[src/rtl/sbt_pkg.sv]
package sbt_pkg;

  // Phases of one external access
  typedef enum logic [2:0] {
    PH_IDLE  = 3'd0,
    PH_SETUP = 3'd1,
    PH_DATA  = 3'd2,
    PH_HOLD  = 3'd3,
    PH_TURN  = 3'd4
  } phase_t;

  // Strobes from the sequencer to the datapath
  typedef struct packed {
    logic launch;     // request accepted this cycle: latch it
    logic active;     // chip select cycle (setup, data or hold)
    logic dataPhase;  // strobe cycle
    logic capture;    // last strobe cycle: sample read data
  } busCtl_t;

endpackage

[src/rtl/sbt_timing_sel.sv]
module sbt_timing_sel #(
  parameter int TW = 4
) (
  input  logic          extMode,
  input  logic          isWrite,
  input  logic [TW-1:0] rdSetup,
  input  logic [TW-1:0] rdData,
  input  logic [TW-1:0] rdHold,
  input  logic [TW-1:0] rdTurn,
  input  logic [TW-1:0] wrSetup,
  input  logic [TW-1:0] wrData,
  input  logic [TW-1:0] wrHold,
  input  logic [TW-1:0] wrTurn,
  output logic [TW-1:0] selSetup,
  output logic [TW-1:0] selData,
  output logic [TW-1:0] selHold,
  output logic [TW-1:0] selTurn
);
  logic          useWr;
  logic [TW-1:0] rawData;

  assign useWr    = extMode && isWrite;
  assign selSetup = useWr ? wrSetup : rdSetup;
  assign rawData  = useWr ? wrData  : rdData;
  assign selHold  = useWr ? wrHold  : rdHold;
  assign selTurn  = useWr ? wrTurn  : rdTurn;
  // a strobe always lasts at least one cycle
  assign selData  = (rawData == '0) ? TW'(1) : rawData;
endmodule

[src/rtl/sbt_ctrl.sv]
module sbt_ctrl
  import sbt_pkg::*;
#(
  parameter int TW = 4,
  parameter int NB = 4,
  localparam int BW = (NB > 1) ? $clog2(NB) : 1
) (
  input  logic          clk,
  input  logic          rstN,
  input  logic          req,
  input  logic          we,
  input  logic [BW-1:0] bankSel,
  input  logic [NB-1:0] bankEnable,
  input  logic          writeAllow,
  input  logic          waitUse,
  input  logic          waitLevel,
  input  logic          waitIn,
  input  logic [TW-1:0] selSetup,
  input  logic [TW-1:0] selData,
  input  logic [TW-1:0] selHold,
  input  logic [TW-1:0] selTurn,
  output busCtl_t       ctl,
  output logic          done,
  output logic          fault,
  output logic          busy
);
  phase_t        phase;
  logic [TW-1:0] cnt;
  logic [TW-1:0] tData, tHold, tTurn;
  logic          accept, reject, start, waitHit, lastData;

  assign accept   = req && (phase == PH_IDLE);
  assign reject   = accept && (!bankEnable[bankSel] || (we && !writeAllow));
  assign start    = accept && !reject;
  assign waitHit  = waitUse && (waitIn == waitLevel);
  assign lastData = (phase == PH_DATA) && (cnt == '0) && !waitHit;

  always_ff @(posedge clk or negedge rstN) begin
    if (!rstN) begin
      phase <= PH_IDLE;
      cnt   <= '0;
      tData <= '0;
      tHold <= '0;
      tTurn <= '0;
      done  <= 1'b0;
      fault <= 1'b0;
    end else begin
      done  <= 1'b0;
      fault <= 1'b0;
      unique case (phase)
        PH_IDLE: begin
          if (reject) begin
            done  <= 1'b1;
            fault <= 1'b1;
          end else if (start) begin
            tData <= selData;
            tHold <= selHold;
            tTurn <= selTurn;
            if (selSetup != '0) begin
              phase <= PH_SETUP;
              cnt   <= selSetup - 1'b1;
            end else begin
              phase <= PH_DATA;
              cnt   <= selData - 1'b1;
            end
          end
        end
        PH_SETUP: begin
          if (cnt == '0) begin
            phase <= PH_DATA;
            cnt   <= tData - 1'b1;
          end else begin
            cnt <= cnt - 1'b1;
          end
        end
        PH_DATA: begin
          if (cnt != '0) begin
            cnt <= cnt - 1'b1;
          end else if (!waitHit) begin
            if (tHold != '0) begin
              phase <= PH_HOLD;
              cnt   <= tHold - 1'b1;
            end else begin
              done  <= 1'b1;
              phase <= (tTurn != '0) ? PH_TURN : PH_IDLE;
              cnt   <= tTurn - 1'b1;
            end
          end
        end
        PH_HOLD: begin
          if (cnt == '0) begin
            done  <= 1'b1;
            phase <= (tTurn != '0) ? PH_TURN : PH_IDLE;
            cnt   <= tTurn - 1'b1;
          end else begin
            cnt <= cnt - 1'b1;
          end
        end
        PH_TURN: begin
          if (cnt == '0) phase <= PH_IDLE;
          else           cnt   <= cnt - 1'b1;
        end
        default: phase <= PH_IDLE;
      endcase
    end
  end

  assign ctl.launch    = start;
  assign ctl.active    = (phase == PH_SETUP) || (phase == PH_DATA) || (phase == PH_HOLD);
  assign ctl.dataPhase = (phase == PH_DATA);
  assign ctl.capture   = lastData;
  assign busy          = (phase != PH_IDLE);


  done_after_access_chk: assert property (@(posedge clk) disable iff (!rstN)
    (done && !fault) |-> $past(phase == PH_DATA || phase == PH_HOLD));


  refuse_idle_chk: assert property (@(posedge clk) disable iff (!rstN)
    fault |-> (done && $past(phase == PH_IDLE)));


  wait_off_chk: assert property (@(posedge clk) disable iff (!rstN)
    ($past(phase == PH_DATA && cnt == '0 && !waitUse)) |-> (phase != PH_DATA));
endmodule

[src/rtl/sbt_datapath.sv]
module sbt_datapath
  import sbt_pkg::*;
#(
  parameter int AW = 20,
  parameter int DW = 16,
  parameter int NB = 4,
  localparam int BW = (NB > 1) ? $clog2(NB) : 1,
  localparam int HW = DW / 2
) (
  input  logic          clk,
  input  logic          rstN,
  input  busCtl_t       ctl,
  input  logic          we,
  input  logic [BW-1:0] bankSel,
  input  logic [AW-1:0] addr,
  input  logic [DW-1:0] wdata,
  input  logic          wideBus,
  input  logic [DW-1:0] memDin,
  output logic [AW-1:0] memAddr,
  output logic [DW-1:0] memDout,
  output logic          memDoe,
  output logic [NB-1:0] csN,
  output logic          oeN,
  output logic          weN,
  output logic [DW-1:0] rdata
);
  logic [AW-1:0] addrReg;
  logic [DW-1:0] wdataReg;
  logic [BW-1:0] bankReg;
  logic          weReg, wideReg;

  always_ff @(posedge clk or negedge rstN) begin
    if (!rstN) begin
      addrReg  <= '0;
      wdataReg <= '0;
      bankReg  <= '0;
      weReg    <= 1'b0;
      wideReg  <= 1'b0;
      rdata    <= '0;
    end else begin
      if (ctl.launch) begin
        addrReg  <= addr;
        wdataReg <= wdata;
        bankReg  <= bankSel;
        weReg    <= we;
        wideReg  <= wideBus;
      end
      if (ctl.capture && !weReg)
        rdata <= wideReg ? memDin : {{(DW-HW){1'b0}}, memDin[HW-1:0]};
    end
  end

  assign memAddr = wideReg ? (addrReg >> 1) : addrReg;
  assign memDout = wideReg ? wdataReg : {{(DW-HW){1'b0}}, wdataReg[HW-1:0]};
  assign memDoe  = ctl.active && weReg;
  assign oeN     = !(ctl.dataPhase && !weReg);
  assign weN     = !(ctl.dataPhase && weReg);

  for (genvar i = 0; i < NB; i++) begin : g_cs
    assign csN[i] = !(ctl.active && (bankReg == BW'(i)));
  end


  strobe_excl_chk: assert property (@(posedge clk) disable iff (!rstN)
    !(!oeN && !weN));


  cs_onehot_chk: assert property (@(posedge clk) disable iff (!rstN)
    $onehot0(~csN));


  strobe_in_cs_chk: assert property (@(posedge clk) disable iff (!rstN)
    (!oeN || !weN) |-> (~csN != '0));


  pad_dir_chk: assert property (@(posedge clk) disable iff (!rstN)
    (!weN |-> memDoe) and (!oeN |-> !memDoe));


  addr_stable_chk: assert property (@(posedge clk) disable iff (!rstN)
    (ctl.active && $past(ctl.active)) |-> $stable(memAddr));
endmodule

[src/rtl/sram_bus_timer.sv]
module sram_bus_timer
  import sbt_pkg::*;
#(
  parameter int AW = 20,
  parameter int DW = 16,
  parameter int TW = 4,
  parameter int NB = 4,
  localparam int BW = (NB > 1) ? $clog2(NB) : 1
) (
  input  logic          clk,
  input  logic          rstN,
  input  logic          req,
  input  logic          we,
  input  logic [BW-1:0] bankSel,
  input  logic [AW-1:0] addr,
  input  logic [DW-1:0] wdata,
  output logic [DW-1:0] rdata,
  output logic          done,
  output logic          fault,
  output logic          busy,
  input  logic [NB-1:0] bankEnable,
  input  logic          wideBus,
  input  logic          extMode,
  input  logic          writeAllow,
  input  logic          waitUse,
  input  logic          waitLevel,
  input  logic [TW-1:0] rdSetup,
  input  logic [TW-1:0] rdData,
  input  logic [TW-1:0] rdHold,
  input  logic [TW-1:0] rdTurn,
  input  logic [TW-1:0] wrSetup,
  input  logic [TW-1:0] wrData,
  input  logic [TW-1:0] wrHold,
  input  logic [TW-1:0] wrTurn,
  output logic [NB-1:0] csN,
  output logic [AW-1:0] memAddr,
  output logic [DW-1:0] memDout,
  output logic          memDoe,
  input  logic [DW-1:0] memDin,
  output logic          oeN,
  output logic          weN,
  input  logic          waitIn
);
  busCtl_t       ctl;
  logic [TW-1:0] selSetup, selData, selHold, selTurn;

  sbt_timing_sel #(.TW(TW)) timing_i (
    .extMode(extMode), .isWrite(we),
    .rdSetup(rdSetup), .rdData(rdData), .rdHold(rdHold), .rdTurn(rdTurn),
    .wrSetup(wrSetup), .wrData(wrData), .wrHold(wrHold), .wrTurn(wrTurn),
    .selSetup(selSetup), .selData(selData), .selHold(selHold), .selTurn(selTurn)
  );

  sbt_ctrl #(.TW(TW), .NB(NB)) ctrl_i (
    .clk(clk), .rstN(rstN), .req(req), .we(we), .bankSel(bankSel),
    .bankEnable(bankEnable), .writeAllow(writeAllow),
    .waitUse(waitUse), .waitLevel(waitLevel), .waitIn(waitIn),
    .selSetup(selSetup), .selData(selData), .selHold(selHold), .selTurn(selTurn),
    .ctl(ctl), .done(done), .fault(fault), .busy(busy)
  );

  sbt_datapath #(.AW(AW), .DW(DW), .NB(NB)) dp_i (
    .clk(clk), .rstN(rstN), .ctl(ctl), .we(we), .bankSel(bankSel),
    .addr(addr), .wdata(wdata), .wideBus(wideBus), .memDin(memDin),
    .memAddr(memAddr), .memDout(memDout), .memDoe(memDoe), .csN(csN),
    .oeN(oeN), .weN(weN), .rdata(rdata)
  );
endmodule

[config.mk]
export PLATFORM = sky130hd
export DESIGN_NAME = sram_bus_timer
export DESIGN_NICKNAME = d
export VERILOG_FILES = /design/src/rtl/sbt_pkg.sv /design/src/rtl/sbt_timing_sel.sv /design/src/rtl/sbt_ctrl.sv /design/src/rtl/sbt_datapath.sv /design/src/rtl/sram_bus_timer.sv
export SDC_FILE = /design/constraint.sdc
export NUM_CORES = 1
export LEC_CHECK = 0
export BUFFER_PORTS_ARGS = -buffer_cell sky130_fd_sc_hd__buf_2
export CORE_ASPECT_RATIO = 1.4
export CORE_MARGIN = 5
export CORE_UTILIZATION = 50
export CTS_CLUSTER_DIAMETER = 50
export CTS_CLUSTER_SIZE = 16
export DETAILED_ROUTE_END_ITERATION = 8
export PLACE_DENSITY = 0.91
export SYNTH_ARGS = -nofsm -noshare
export SYNTH_HDL_FRONTEND = slang
export SYNTH_SLANG_ARGS = --single-unit
[constraint.sdc]
create_clock -name clk -period 3.15 [get_ports clk]
set_clock_uncertainty 0.1 [all_clocks]
set_input_delay 0.315 -clock clk [delete_from_list [all_inputs] [get_ports clk]]
set_output_delay 0.315 -clock clk [all_outputs]
set_load 0.02 [all_outputs]
# Word level (Yosys, flattened, before mapping)
# Index checks and enable logic that the tools add are counted.
totals:
  romBits: 0
  inputBits: 100
  wordCells: 119
  memories: 0
  output_inout_bits: 62
  reg_bits: 77
  latch_bits: 0
  ram_bits: 0
op_classes:
  reduce_logical: 43
  n_mul: 0
  muxes: 38
  magnitude_cmp: 1
  eq_ne: 17
  shifts: 0
  n_addsub: 6
  n_div: 0
  bitwise: 1
op_table:
  columns: ["operator", "count"]
  rows:
  - ["4-bit two-way mux", 14]
  - ["16-bit two-way mux", 2]
  - ["3-bit two-way mux", 9]
  - ["4-bit by 1-bit subtractor with 4-bit output (second input constant)", 6]
  - ["20-bit two-way mux", 1]
  - ["4-bit one-hot mux with 5 select lines", 1]
  - ["1-bit logical AND", 16]
  - ["4-bit nonzero test", 4]
  - ["3-bit one-hot mux with 5 select lines", 1]
  - ["1-bit zero test", 11]
  - ["4-bit zero test", 2]
  - ["2-bit by 1-bit != test with 1-bit output (second input constant)", 4]
  - ["2-bit != test (second input constant)", 4]
  - ["1-bit two-way mux", 7]
  - ["7-bit AND reduction", 1]
  - ["3-bit by 2-bit == test with 1-bit output (second input constant)", 2]
  - ["5-bit AND reduction", 1]
  - ["5-bit nonzero test", 1]
  - ["2-bit == test (second input constant)", 2]
  - ["3-bit by 1-bit == test with 1-bit output (second input constant)", 1]
  - ["3-bit == test (second input constant)", 1]
  - ["3-bit zero test", 1]
  - ["1-bit logical OR", 3]
  - ["2-bit by 3-bit less-than comparator with 1-bit output (second input constant)", 1]
  - ["10 further kinds", 10]

# Logic depth before layout (Yosys ltp)
# Gate-level depths: netlist (run 1).
depth:
  word_depth: 10
  ltp_mapped: 9
  mapped_depth_nobuf: 8

# Cells and area by module
# From an unflattened synthesis (run 1), not the netlist that was laid out.
hier_totals:
  hier_cells: 365
  area_unflattened_um2: 4310.4
by_module_without_submodules:
  columns: ["module", "cells_per_inst", "area_each_um2", "seq_area_each_um2", "instances"]
  rows:
  - ["sbt_datapath", 182, 2538.7, 1401.3, 1]
  - ["sbt_ctrl", 162, 1557.7, 525.5, 1]
  - ["sbt_timing_sel", 21, 214.0, 0.0, 1]

# Least setup slack after synthesis (run 1)
# Ideal clock, no wire load.
synth_path:
  path_type: "input to register"
  startpoint: "input wrSetup[2]"
  endpoint: "register ctrl_i.cnt[2]"
  path_stages: 8
  t_required_ps: 2973
  arrival_time_ps: 2224
  setup_time_ps: 77
  path_slack_ps: 749
  n_path_buf: 0
  path_cell_list: "or3_1 o32ai_2 a21oi_1 mux2_2 ha_1 xor2_1 a221o_1 o21ai_1"
synth_between:
  elab_chain_cells: 6
  elab_cells_between_ends: 7
  classes_between: "1 x add/sub; 5 x mux; 1 x reduce/logical"
synth_lines:
  columns: ["item", "line_no", "source"]
  rows:
  - ["start: declaration", "sram_bus_timer.sv:31", "input logic [TW-1:0] wrSetup,"]
  - ["4-bit two-way mux (*)", "sbt_timing_sel.sv:23", "assign selSetup = useWr ? wrSetup : rdSetup;"]
  - ["4-bit by 1-bit subtractor with 4-bit output / 4-bit nonzero test (equally long branches)", "sbt_ctrl.sv:61, sbt_ctrl.sv:59", null]
  - ["4-bit two-way mux (*)", "sbt_ctrl.sv:59", "if (selSetup != '0) begin"]
  - ["4-bit two-way mux (*)", "sbt_ctrl.sv:55", "end else if (start) begin"]
  - ["4-bit two-way mux (*)", "sbt_ctrl.sv:52", "if (reject) begin"]
  - ["4-bit one-hot mux with 5 select lines (*)", "sbt_ctrl.sv:50", "unique case (phase)"]
  - ["end signal: assignment", "sbt_ctrl.sv:61", "cnt <= selSetup - 1'b1;"]
  - ["end signal: assignment", "sbt_ctrl.sv:64", "cnt <= selData - 1'b1;"]
  - ["end signal: assignment", "sbt_ctrl.sv:71", "cnt <= tData - 1'b1;"]
  - ["end: declaration", "sbt_ctrl.sv:28", "logic [TW-1:0] cnt;"]
# Every way passes the cells marked *; elsewhere a longest branch is shown, timed or not. The select of a mux whose other input is x is not followed.
# A chain may end at the register's enable or synchronous reset.

# Final worst setup path (run 1)
layout_path:
  startpoint: "register ctrl_i.phase[0]"
  endpoint: "output csN[0]"
layout_between:
  elab_chain_cells: 5
  elab_cells_between_ends: 7
  classes_between: "3 x eq/ne; 4 x reduce/logical"
layout_lines:
  columns: ["item", "line_no", "source"]
  rows:
  - ["start: declaration", "sbt_ctrl.sv:27", "phase_t phase;"]
  - ["start signal: assignment", "sbt_ctrl.sv:85", "phase <= (tTurn != '0) ? PH_TURN : PH_IDLE;"]
  - ["start signal: assignment", "sbt_ctrl.sv:93", "phase <= (tTurn != '0) ? PH_TURN : PH_IDLE;"]
  - ["3-bit by 1-bit == test with 1-bit output / 3-bit by 2-bit == test with 1-bit output (equally long branches)", "sbt_ctrl.sv:109", "assign ctl.active = (phase == PH_SETUP) || (phase == PH_DATA) || (phase == PH_HOLD);"]
  - ["1-bit logical OR", "sbt_ctrl.sv:109", null]
  - ["1-bit logical OR (*)", "sbt_ctrl.sv:109", null]
  - ["1-bit logical AND (*)", "sbt_datapath.sv:60", "assign csN[i] = !(ctl.active && (bankReg == BW'(i)));"]
  - ["1-bit zero test (*)", "sbt_datapath.sv:60", null]
  - ["end: declaration", "sram_bus_timer.sv:35", "output logic [NB-1:0] csN,"]
# Every way passes the cells marked *; elsewhere a longest branch is shown, timed or not.

==> results.cfg, run 1 <==
[logic_synthesis]
ys_seq_elements = 77
async_flop_share_pct = 100.0
synth_edf_count = 0
synth_nets = 501
synthFlopType = dfrtp_1
syn_inst = 393
ys_seq_area_share_pct = 42.28
synth_cell_types = 67
syn_area_per_cell_um2 = 11.60
yosysWarnings = 0
syn_area_um2 = 4557

[routing]
drt_iter0_drc = 143
vias_per_cell = 5.355
wl_um = 10950
drc = 0
antenna_left = 0
firstDrtPassIters = 4
num_vias = 3497
post_drt_wl_per_cell_um = 16.77

[final_layout]
fillerInstances = 710
final_nets = 649
area_growth_pct = 25.15
post_route_cells_drive_above_1_share_pct = 49.63
final_util_pct = 63.53
stdcell_area_um2 = 5703
insertedDiodeCount = 0
layout_common_cells = 160 x buf_2, 77 x dfrtp_1, 42 x mux2_4
final_common_cell = buf_2

[clock_network]
tritoncts = built
cts_resized = 0
cts_inserted_buffers = 9
clkTransAtPathRegs_ns = 0.06
cts_hold_buffers = 0
clock_latency_ns = 0.33
cts_sinks = 77
cts_buffer_depth = 2
cts-root-buf = clkbuf_16
cts_htree_levels = 3
post_cts_buffers = 0

[global_routing]
grt_max_degree = 78
grt_usage_pct = 19.19
grt_pass1_wl_um = 17320
antenna_found_initial = 0
grt.overflow.total = 0
grt_pass1_vias = 3672

[placement]
portBuffers = 161
routabilityCongestion = 0.8885
pre_cts_ws_ns = 0.5146
placed_area_um2 = 5346
hpwl_um = 8409

[timing]
worst_slew_pin_slew_ns = 0.9860
max_freq_mhz = 393.5
tns_ns = 0
slew_violations = 0
setup_viol = 0
relSlewSlack_pct = 34.26
fin_crit_ns = 2.541
rsz0062_at_grt = false
hold_viol_final = 0
fin_ws_ns = 0.6086
period_share_pct = 80.68

[setup_path]
slowest_stage = dfrtp_1
r2r.worst_path.cells = 4
max_stage_delay_ns = 0.79
start_kind = register
cp-end-kind = primary output
worstPathArrival_ns = 2.13
cp.required_ns = 2.73
path_max_fanout = 19
crit_chain = nor2_1 -> or2_2 -> or3_1 -> buf_2
crit_type = reg2out

[power_and_ir_drop]
powerDensity_nw_per_um2 = 1068
leakagePower_nw = 2.988
vdd_drop_max_mv = 0.7444

[run_status]
status = completed

[worst_hold_path]
holdCritPathClass = in2async

[floorplan]
start_util_pct = 50.76
core_um2 = 8977
io_pins = 162
dieArea_um2 = 11150
dieWidth_um = 90.69
die_h_um = 123.0
rows = 41

[job]
maxCapViolations = 0
[per-layer routing]
metal | up-vias | global-route usage, % | share of wire (%)
met4 | 0 | 9.404 | 2.8
met1 | 1650 | 21.82 | 37
met2 | 129 | 34.23 | 53
met5 | - | 0 | 0
li1 | 1690 | - | -
met3 | 28 | 3.895 | 7.2
[cell families after synthesis]
family	share of synthesized area [%]
muxes	24.55
AOI/OAI and AO/OA	11.04
and+or+nand+nor	13.10
xor gates and xnor gates	1.730
adders and majority gates	2.197
buffers and inverters	5.107
DFF	42.28
[power breakdown]
group / internal, mW / leakage [nW] / switching [mW]
Clock: 0.804 / 0.171 / 0.417
Sequential: 1.45 / 0.956 / 0.479
Combinational: 1.42 / 1.86 / 1.52
[registers in the layout (all words and copies together) (netlist names)]
signal,cells
ctrl_i.fault,1
ctrl_i.tHold,4
dp_i.wideReg,1
ctrl_i.done,1
dp_i.rdata,16
ctrl_i.cnt,4
ctrl_i.tData,4
ctrl_i.tTurn,4
ctrl_i.phase,3
dp_i.bankReg,2
dp_i.wdataReg,16
dp_i.weReg,1
dp_i.addrReg,20
[final timing paths]
path	from	endpoint	slack (ns)
max reg2reg	ctrl_i.phase[1]	dp_i.rdata[5]	0.93
max	ctrl_i.phase[0]	csN[0]	0.61
min in group clk	wdata[2]	dp_i.wdataReg[2]	0.10
max in group asynchronous	rstN	dp_i.rdata[15]	2.28
min reg2reg	dp_i.rdata[14]	dp_i.rdata[14]	0.38
min	rstN	ctrl_i.tData[3]	0.04
[layout make-up]
| type | instances | area (um2) | share of cell area, % |
|---|---|---|---|
| Multi-Input combinational cell | 278 | 2397 | 42.04 |
| Sequential cell | 77 | 1927 | 33.79 |
| Tap cell | 107 | 133.9 | 2.348 |
| Inverter | 10 | 37.54 | 0.6582 |
| Timing Repair Buffer | 165 | 850.8 | 14.92 |
| Clock inverter | 6 | 117.6 | 2.062 |
| Clock buffer | 10 | 239.0 | 4.190 |
[worst max-delay path: cells and delay by family (launching register included)]
family | cells | cell delay (ns)
and+or+nand+nor | 3 | 0.84
buffers and inverters | 1 | 0.16
DFF | 1 | 0.79
[Yosys cell counts (3+ instances only)]
master	count	area (um2)
nand3_1	3	15.01
nand2b_1	3	18.77
and2_1	9	56.30
a21oi_1	9	45.04
inv_1	10	37.54
buf_2	6	30.03
ha_1	8	100.1
xor2_1	3	26.28
mux2_4	42	630.6
or3_1	4	25.02
dfrtp_1	77	1927
buf_8	3	45.04
buf_4	9	67.56
clkbuf_1	6	22.52
mux2_2	28	315.3
a21o_1	4	30.03
mux2i_1	15	150.1
xnor2_1	6	52.55
nor2_1	16	60.06
o21ai_0	26	130.1
nor3_1	7	35.03
nor2b_1	3	18.77
nand2_1	40	150.1
[through the flow]
step | hold WS [ns] | power [mW] | cells
floorplan | -0.08059 | 4.108 | 393
global placement | 0.3578 | 4.789 | 637
detailed placement | 0.3742 | 4.902 | 637
CTS | 0.08276 | 6.149 | 653
global route | 0.09990 | 6.468 | 653
finish | 0.04118 | 6.094 | 653
(Power assumes the default switching activity.)
==> inputs of run 2 (changes only) <==
--- a/config.mk
+++ b/config.mk
@@ -8,11 +8,11 @@
 export BUFFER_PORTS_ARGS = -buffer_cell sky130_fd_sc_hd__buf_2
 export CORE_ASPECT_RATIO = 1.4
 export CORE_MARGIN = 5
-export CORE_UTILIZATION = 50
+export CORE_UTILIZATION = 46
 export CTS_CLUSTER_DIAMETER = 50
 export CTS_CLUSTER_SIZE = 16
 export DETAILED_ROUTE_END_ITERATION = 8
-export PLACE_DENSITY = 0.91
+export PLACE_DENSITY = 0.89
 export SYNTH_ARGS = -nofsm -noshare
 export SYNTH_HDL_FRONTEND = slang
 export SYNTH_SLANG_ARGS = --single-unit
==> constraint.sdc (replaced) <==
create_clock -name clk -period 2.25 [get_ports clk]
set_clock_uncertainty 0.1 [all_clocks]
set_input_delay 0.225 -clock clk [delete_from_list [all_inputs] [get_ports clk]]
set_output_delay 0.225 -clock clk [all_outputs]
set_load 0.02 [all_outputs]
==> run 2 against run 1 <==
Compared with the run above: die area up 7.8%; non-clock buffer count is 14 higher; count of clock-buffer cells in the layout is the same; register-to-register slack got worse by 0.77 ns; worst setup slack got worse by 0.49 ns; largest power group unchanged; highest routed layer unchanged; clock power up 26%.
==> results.cfg, run 2 (same netlist as run 1, synthesis figures left out) <==
[clock_network]
cts_htree_levels = 3
clkTransAtPathRegs_ns = 0.06
cts_inserted_buffers = 9
cts-root-buf = clkbuf_16
post_cts_buffers = 0
cts_buffer_depth = 2
cts_sinks = 77
tritoncts = built
clock_latency_ns = 0.34

[timing]
rsz0062_at_grt = false
slew_violations = 0
period_share_pct = 94.52
fin_crit_ns = 2.127
tns_ns = 0
whs_ns = 0.01158
setup_viol = 0
relSlewSlack_pct = 65.86
worst_slew_pin_slew_ns = 0.5121
max_freq_mhz = 470.2
hold_viol_final = 0

[final_layout]
layout_common_cells = 160 x buf_2, 77 x dfrtp_1, 42 x mux2_4
final_common_cell = buf_2
insertedDiodeCount = 0
largest_register = dp_i.addrReg
final_cell_count_no_fill = 695
final_nets = 663
largest_reg_flops = 20
area_growth_pct = 28.39
post_route_cells_drive_above_1_share_pct = 51.07
top_regs = dp_i.addrReg: 20 flops, dp_i.rdata: 16 flops, dp_i.wdataReg: 16 flops
fillerInstances = 839

[power_and_ir_drop]
leakagePower_nw = 3.052
powerDensity_nw_per_um2 = 1450
vdd_drop_max_mv = 0.9453
power_mw = 8.486

[setup_path]
cp.required_ns = 1.92
worstPathArrival_ns = 1.80
cp-end-kind = primary output
start_kind = register
crit_type = reg2out
path_max_fanout = 8

[floorplan]
start_util_pct = 46.54
io_pins = 162
rows = 43
core_um2 = 9792
dieArea_um2 = 12030
die_h_um = 127.8
dieWidth_um = 94.12

[job]
maxCapViolations = 0

[placement]
portBuffers = 161
routabilityCongestion = 0.8941
placed_cells = 678
hpwl_um = 8776

[routing]
vias_per_cell = 5.181
num_vias = 3601
firstDrtPassIters = 4
drc = 0
wl_um = 11220
post_drt_wl_per_cell_um = 16.14
antenna_left = 0
drt_iter0_drc = 133

[global_routing]
grt_pass1_vias = 3750
grt_usage_pct = 19.02
antenna_found_initial = 0
grt_pass1_wl_um = 17950
grt.overflow.total = 0
grt_max_degree = 40

[worst_hold_path]
holdCritPathClass = in2reg

[run_status]
status = completed
## run 2: final timing paths
path	startpoint	endpoint	cells after the start	slack, ns
worst max-delay path	ctrl_i.phase[1]	csN[0]	4	0.12
worst min-delay path	wdata[1]	dp_i.wdataReg[1]	2	0.01
worst max register to register	ctrl_i.cnt[1]	dp_i.rdata[3]	6	0.16
worst min register to register	dp_i.rdata[12]	dp_i.rdata[12]	2	0.38
max in group asynchronous	rstN	dp_i.rdata[11]	3	1.17
min in group asynchronous	rstN	ctrl_i.cnt[2]	2	0.30
## run 2: where the power goes
group	total, mW	internal (mW)	switching [mW]
combinational	4.36	2.08	2.28
sequential	2.58	2.03	0.549
clock	1.54	0.971	0.570
## run 2: per-stage QoR
step,area (um2),util (%),setup slack [ns]
2_1_floorplan,4576,-,0.01494
3_3_place_gp,5523,56.40,-0.07523
3_5_place_dp,5523,56.40,-0.1218
4_1_cts,5848,59.72,0.1088
5_1_grt,5851,59.75,0.03987
6_report,5851,59.75,0.1233
## run 2: layout make-up
| class | instances | area (um2) | area share, % |
|---|---|---|---|
| clock buffers | 10 | 229.0 | 3.914 |
| inverters | 10 | 37.54 | 0.6416 |
| repair buffers | 179 | 983.4 | 16.81 |
| clock inverters | 6 | 86.33 | 1.476 |
| flip-flops and latches | 77 | 1927 | 32.93 |
| well taps | 135 | 168.9 | 2.887 |
| multi-input cells | 278 | 2419 | 41.34 |
## run 2: timing repair
action | in CTS | in global routing
hold buffers | 1 | 0
endpoints found under the setup margin | 0 | 1
hold endpoints to repair | 38 | 0
resized for setup | 0 | 1
## run 2: routing by layer
metal,part of all wire (%),vias up,track usage (%),routed length (um)
met5,0,-,0,0
met4,2.5,0,7.908,282
met2,54,144,33.17,6024
li1,-,1722,-,-
met3,6.3,28,5.109,707
met1,37,1707,21.79,4202
## run 2: worst max-delay path, cell delays in order (launching register included)
cell	delay, ns
dfrtp_1	0.52
nor2_1	0.14
or2_2	0.34
or3_1	0.31
buf_2	0.16
